==> src/rtl/clkratio_pkg.sv <==
// Package: shared defaults and the reference edge mode for the clock ratio counter.
// Assumes: nothing; holds only constants and types.
package clkratio_pkg;

    // Default widths of the measurement datapath
    localparam int unsigned DEF_CNT_W  = 16;
    localparam int unsigned DEF_OVF_W  = 16;
    localparam int unsigned DEF_WIN_W  = 16;
    localparam int unsigned DEF_SYNC_N = 2;

    // Which reference rising edges are counted
    typedef enum logic {
        REF_EVERY_EDGE = 1'b0,
        REF_HALVED     = 1'b1
    } ref_mode_e;

endpackage

==> src/rtl/clkratio_ref_edge.sv <==
// Module: brings the asynchronous reference into the fast domain and emits a
// one-cycle pulse per counted rising edge. In REF_HALVED mode only every
// second rising edge produces a pulse.
// Assumes: SYNC_N >= 2; pulses are at least two cycles apart by construction.
module clkratio_ref_edge
    import clkratio_pkg::*;
#(
    parameter int unsigned SYNC_N = DEF_SYNC_N
) (
    input  logic      clk,
    input  logic      rst_n,
    input  logic      ref_async,
    input  logic      clr,
    input  ref_mode_e mode,
    output logic      edge_pulse
);

    localparam int unsigned TOP = SYNC_N - 1;

    logic [SYNC_N-1:0] sync_q;
    logic              ref_prev_q;
    logic              phase_q;
    logic              raw_rise;

    // Synchronizer chain: shifts the reference in, oldest sample at TOP
    always_ff @(posedge clk) begin
        if (!rst_n) sync_q <= '0;
        else        sync_q <= {sync_q[TOP-1:0], ref_async};
    end

    // Previous synchronized level, for rising-edge detection
    always_ff @(posedge clk) begin
        if (!rst_n) ref_prev_q <= 1'b0;
        else        ref_prev_q <= sync_q[TOP];
    end

    assign raw_rise = sync_q[TOP] & ~ref_prev_q;

    // Halving phase: toggles on every raw rising edge, cleared when idle
    always_ff @(posedge clk) begin
        if (!rst_n || clr) phase_q <= 1'b0;
        else if (raw_rise) phase_q <= ~phase_q;
    end

    // Select every edge or every second edge
    always_comb begin
        if (mode == REF_HALVED) edge_pulse = raw_rise & phase_q;
        else                    edge_pulse = raw_rise;
    end

endmodule

==> src/rtl/clkratio_window.sv <==
// Module: counts edge pulses and flags the pulse that closes a window.
// The window length is sampled only when a window begins.
// Assumes: a latched length of 0 acts as 1.
module clkratio_window #(
    parameter int unsigned WIN_W = 16
) (
    input  logic             clk,
    input  logic             rst_n,
    input  logic             run,
    input  logic             edge_pulse,
    input  logic [WIN_W-1:0] win_len,
    output logic             win_end
);

    logic [WIN_W-1:0] edge_cnt_q;
    logic [WIN_W-1:0] len_q;
    logic [WIN_W:0]   edge_inc;

    assign edge_inc = {1'b0, edge_cnt_q} + 1'b1;
    assign win_end  = run & edge_pulse & (edge_inc >= {1'b0, len_q});

    // Edge count within the window and the length in force for it
    always_ff @(posedge clk) begin
        if (!rst_n) begin
            edge_cnt_q <= '0;
            len_q      <= '0;
        end else if (!run || win_end) begin
            edge_cnt_q <= '0;
            len_q      <= win_len;
        end else if (edge_pulse) begin
            edge_cnt_q <= edge_inc[WIN_W-1:0];
        end
    end

endmodule

==> src/rtl/clkratio_accum.sv <==
// Module: fast-cycle accumulator made of a CNT_W-bit wrapping counter and an
// OVF_W-bit overflow counter. The snapshot includes the current cycle and its
// carry, so a wrap on the capture cycle belongs to the closing window.
// Assumes: capture clears both counters for the next window.
module clkratio_accum #(
    parameter int unsigned CNT_W = 16,
    parameter int unsigned OVF_W = 16
) (
    input  logic                   clk,
    input  logic                   rst_n,
    input  logic                   run,
    input  logic                   capture,
    output logic [CNT_W+OVF_W-1:0] snapshot,
    output logic [CNT_W-1:0]       cnt_q,
    output logic [OVF_W-1:0]       ovf_q
);

    logic [CNT_W-1:0] cnt_inc;
    logic             carry;
    logic [OVF_W-1:0] ovf_inc;

    assign {carry, cnt_inc} = {1'b0, cnt_q} + 1'b1;
    assign ovf_inc          = ovf_q + {{(OVF_W-1){1'b0}}, carry};
    assign snapshot         = {ovf_inc, cnt_inc};

    // Count cycles while running; restart from zero after a capture
    always_ff @(posedge clk) begin
        if (!rst_n || !run || capture) begin
            cnt_q <= '0;
            ovf_q <= '0;
        end else begin
            cnt_q <= cnt_inc;
            ovf_q <= ovf_inc;
        end
    end

endmodule

==> src/rtl/clkratio_meter.sv <==
// Module: top of the reference-gated clock ratio counter. It ties the edge
// detector, window counter and accumulator together, drops the first window
// after enable, and latches each later result with a one-cycle valid.
// Assumes: ref_div2 is static while meas_en is high.
module clkratio_meter
    import clkratio_pkg::*;
#(
    parameter int unsigned CNT_W       = DEF_CNT_W,
    parameter int unsigned OVF_W       = DEF_OVF_W,
    parameter int unsigned WIN_W       = DEF_WIN_W,
    parameter int unsigned SYNC_STAGES = DEF_SYNC_N
) (
    input  logic                   clk_fast,
    input  logic                   rst_n,
    input  logic                   ref_in,
    input  logic                   meas_en,
    input  logic [WIN_W-1:0]       win_len,
    input  logic                   ref_div2,
    output logic [CNT_W+OVF_W-1:0] result,
    output logic                   result_vld
);

    localparam int unsigned RES_W = CNT_W + OVF_W;

    logic             edge_pulse;
    logic             win_end;
    logic [RES_W-1:0] snapshot;
    logic [CNT_W-1:0] acc_cnt;
    logic [OVF_W-1:0] acc_ovf;
    logic             first_q;
    ref_mode_e        ref_mode;

    assign ref_mode = ref_mode_e'(ref_div2);

    clkratio_ref_edge #(.SYNC_N(SYNC_STAGES)) u_edge (
        .clk        (clk_fast),
        .rst_n      (rst_n),
        .ref_async  (ref_in),
        .clr        (~meas_en),
        .mode       (ref_mode),
        .edge_pulse (edge_pulse)
    );

    clkratio_window #(.WIN_W(WIN_W)) u_win (
        .clk        (clk_fast),
        .rst_n      (rst_n),
        .run        (meas_en),
        .edge_pulse (edge_pulse),
        .win_len    (win_len),
        .win_end    (win_end)
    );

    clkratio_accum #(.CNT_W(CNT_W), .OVF_W(OVF_W)) u_acc (
        .clk      (clk_fast),
        .rst_n    (rst_n),
        .run      (meas_en),
        .capture  (win_end),
        .snapshot (snapshot),
        .cnt_q    (acc_cnt),
        .ovf_q    (acc_ovf)
    );

    // First-window flag: set while idle, cleared by the first capture
    always_ff @(posedge clk_fast) begin
        if (!rst_n || !meas_en) first_q <= 1'b1;
        else if (win_end)       first_q <= 1'b0;
    end

    // Result register and valid pulse for every capture after the first
    always_ff @(posedge clk_fast) begin
        if (!rst_n) begin
            result     <= '0;
            result_vld <= 1'b0;
        end else begin
            result_vld <= win_end & ~first_q;
            if (win_end && !first_q) result <= snapshot;
        end
    end

endmodule

==> config.mk <==
export PLATFORM = sky130hd
export DESIGN_NAME = clkratio_meter
export DESIGN_NICKNAME = d
export VERILOG_FILES = /design/src/rtl/clkratio_pkg.sv /design/src/rtl/clkratio_ref_edge.sv /design/src/rtl/clkratio_window.sv /design/src/rtl/clkratio_accum.sv /design/src/rtl/clkratio_meter.sv
export SDC_FILE = /design/constraint.sdc
export NUM_CORES = 1
export LEC_CHECK = 0
export ABC_AREA = 1
export BUFFER_PORTS_ARGS = -buffer_cell sky130_fd_sc_hd__buf_2
export CORE_MARGIN = 2
export CORE_UTILIZATION = 64
export DETAILED_ROUTE_END_ITERATION = 10
export PLACE_DENSITY = 0.83
export SETUP_SLACK_MARGIN = 0.5
export SYNTH_ARGS = -nofsm -noshare
export SYNTH_HDL_FRONTEND = slang
export SYNTH_SLANG_ARGS = --single-unit
==> constraint.sdc <==
create_clock -name clk_fast -period 7.2 [get_ports clk_fast]
set_input_delay 1.8 -clock clk_fast [delete_from_list [all_inputs] [get_ports clk_fast]]
set_output_delay 1.8 -clock clk_fast [all_outputs]
set_load 0.005 [all_outputs]
==> results.py <==
metrics = {
    "worst_setup_path": {
        "start_kind": "primary input",
        "worstSetupPathType": "primary input to register",
        "critical_path_arrival_ns": 4.15,
        "end_kind": "register",
        "crit_required_ns": 7.42,
        "reg2reg_slack_ns": 3.29,
        "crit_fanout": 48,
    },
    "cells_and_area": {
        "final_net_count": 849,
        "mostFrequentLayoutCells": "179 x nand2_1, 135 x inv_1, 135 x nor2_1",
        "utilization": 0.7304,
        "fin_area_um2": 5703,
        "area_growth_pct": 9.174,
        "drive_gt1_frac": 0.1033,
        "num-fill-cells": 638,
        "antennaDiodeCount": 0,
        "final_common_cell": "nand2_1",
        "final_cells": 915,
    },
    "detailed_routing": {
        "ant_nets": 0,
        "drt_iter0_drc": 211,
        "drcViolationCount": 0,
        "totalWireLength_um": 10550,
        "viasPerCell": 5.033,
        "wl_per_cell_um": 11.53,
        "vias": 4605,
        "first_pass_iters": 5,
    },
    "timing": {
        "final_max_slew_viol_count": 0,
        "tightest_slew_ns": 0.9148,
        "fin_skew_ns": 0.009742,
        "fin_tns_setup_ns": 0,
        "post-route-period-util": 0.5461,
        "setup_violations": 0,
        "min_period_ns": 3.932,
        "hold_viol": 0,
        "maxSlewHeadroom": 0.3880,
        "rsz0062_at_grt": "no",
        "timing.hold.ws_ns": 0.4225,
        "fmax_mhz": 254.3,
    },
    "placed_design": {
        "port_buffers": 53,
        "hpwlAfterDp_um": 7149,
        "gp_congestion": 0.9171,
        "place_inst": 899,
        "dpl_cell_area_um2": 5465,
    },
    "clock_network": {
        "cts_max_level": 3,
        "clk_latency_ns": 0.36,
        "cts.path.max_buffers": 2,
        "ctsResizeCount": 0,
        "hold_buffers": 0,
        "path_clk_slew_ns": 0.09,
        "numCtsBuffers": 9,
        "clock-root-buffer": "clkbuf_8",
        "cts_tree": "yes",
        "post_cts.repair.setup_buffers": 0,
        "cts_sinks": 102,
    },
    "synthesis": {
        "syn_area_um2": 5224,
        "synth.distinct_cells": 30,
        "avgSynthCellArea_um2": 6.749,
        "yosysTopAreaCell": "dfxtp_1",
        "syn-num-nets": 815,
        "synth_area_leaders": "dfxtp_1 39%, nand2_1 13%, inv_1 9.7%, nor2_1 9.7%, ha_1 4.8%",
        "ys_seq_area_frac": 0.3909,
        "synth-seq-cells": 102,
        "synth_cells": 774,
        "ys_warn_count": 0,
        "synth_top_area_share": 0.3909,
    },
    "floorplanning": {
        "start_util": 0.6691,
        "die_area_um2": 8901,
        "die_w_um": 94.35,
        "pin_count": 54,
        "coreArea_um2": 7807,
        "rows": 32,
        "die_h_um": 94.35,
    },
    "grt": {
        "grt.overflow.total": 0,
        "antenna_found_initial": 0,
        "grt_pass1_wl_um": 18280,
        "grt_max_degree": 54,
        "first_global_vias": 4170,
        "grtUsageTotal": 0.2534,
    },
    "flow_run": {
        "maxCapViolations": 0,
    },
    "power_and_ir_drop": {
        "leakage_nw": 2.736,
        "p_per_area_nw_per_um2": 186.2,
        "ir_worst_vdd_mv": 0.1110,
    },
    "status": {
        "run_status": "finished, final reports clean",
    },
    "worst_hold_path": {
        "hold_class": "register to register",
    },
}
[synth_stat cells]
library cell  number
nand4_1           32
a21o_1             2
a21oi_4            1
nand2_1          179
nor2_1           135
o31ai_1            1
buf_2             13
o21ai_0            2
nand3_1           34
clkbuf_1           8
nor4_1             1
buf_1              6
inv_2              5
nand2_2            2
o21bai_1           1
dfxtp_1          102
nor2_4             1
inv_1            135
nor2_8             1
nand3b_1           1
nand3_4            1
ha_1              20
buf_6              3
a21oi_1           39
or2_2              2
nor3_1            12
xor2_1            25
nand2_4            2
nor2_2             2
xnor2_1            6
[registers in the layout, summed over array words and instances, names as in the netlist]
| register | cells |
|---|---|
| result_vld | 1 |
| u_win.edge_cnt_q | 16 |
| u_edge.sync_q | 2 |
| u_acc.cnt_q | 16 |
| u_acc.ovf_q | 16 |
| u_win.len_q | 16 |
| first_q | 1 |
| result | 32 |
| u_edge.ref_prev_q | 1 |
| u_edge.phase_q | 1 |
[per-stage QoR]
stage	total power, mW	setup slack (ns)
floorplan	0.6332	4.372
global placement	0.6437	2.967
detailed placement	0.6458	2.917
CTS	1.068	3.283
global route	1.100	2.825
finish	1.062	3.268
[power by group]
group | switching (mW) | internal [mW] | total [mW]
registers | 0.00244 | 0.571 | 0.574
logic | 0.0382 | 0.0199 | 0.0582
clock network | 0.197 | 0.233 | 0.430
[critical path, stage by stage]
cell and delay [ns]:
buf_2 0.11, a21oi_4 0.43, inv_2 0.26, nor2_8 0.38, nand2_4 0.28, nand2_2 0.76
nor2_1 0.11
[kinds of logic (layout without fill, tap and decap cells)]
kind of cell,after synthesis,count (layout),synth area share
buf+inv,170,209,0.1296
compound gates,46,46,0.04815
flops,102,102,0.3909
simple gates,405,405,0.3315
fa+ha+maj,20,20,0.04790
xor+xnor,31,31,0.05198
[metal layers]
layer,track usage,vias up,share of wire,wire length [um]
li1,-,2425,-,-
met1,0.3144,2052,0.46,4809
met2,0.4589,116,0.48,5113
met3,0.03192,12,0.048,510
met4,0.07609,0,0.011,118
met5,0,-,0,0
[area by class of cell]
| class | instances | area, um^2 | area share |
|---|---|---|---|
| tap | 102 | 127.6 | 0.02238 |
| clock inverter | 5 | 106.4 | 0.01865 |
| clock buffer | 11 | 131.4 | 0.02304 |
| multi-input combinational | 502 | 2505 | 0.4392 |
| inverter | 140 | 525.5 | 0.09215 |
| sequential | 102 | 2042 | 0.3581 |
| timing repair buffer | 53 | 265.3 | 0.04651 |
[path summary, 6_finish.rpt]
kind | from | end | depth (start not counted)
worst max-delay path | ref_div2 | u_win.edge_cnt_q[15] | 7
worst min register to register | u_edge.sync_q[0] | u_edge.sync_q[1] | 2
worst min-delay path | u_edge.sync_q[0] | u_edge.sync_q[1] | 2
worst max register to register | u_win.edge_cnt_q[0] | u_win.edge_cnt_q[14] | 21
Note: power is estimated with default switching activity, not from simulation.
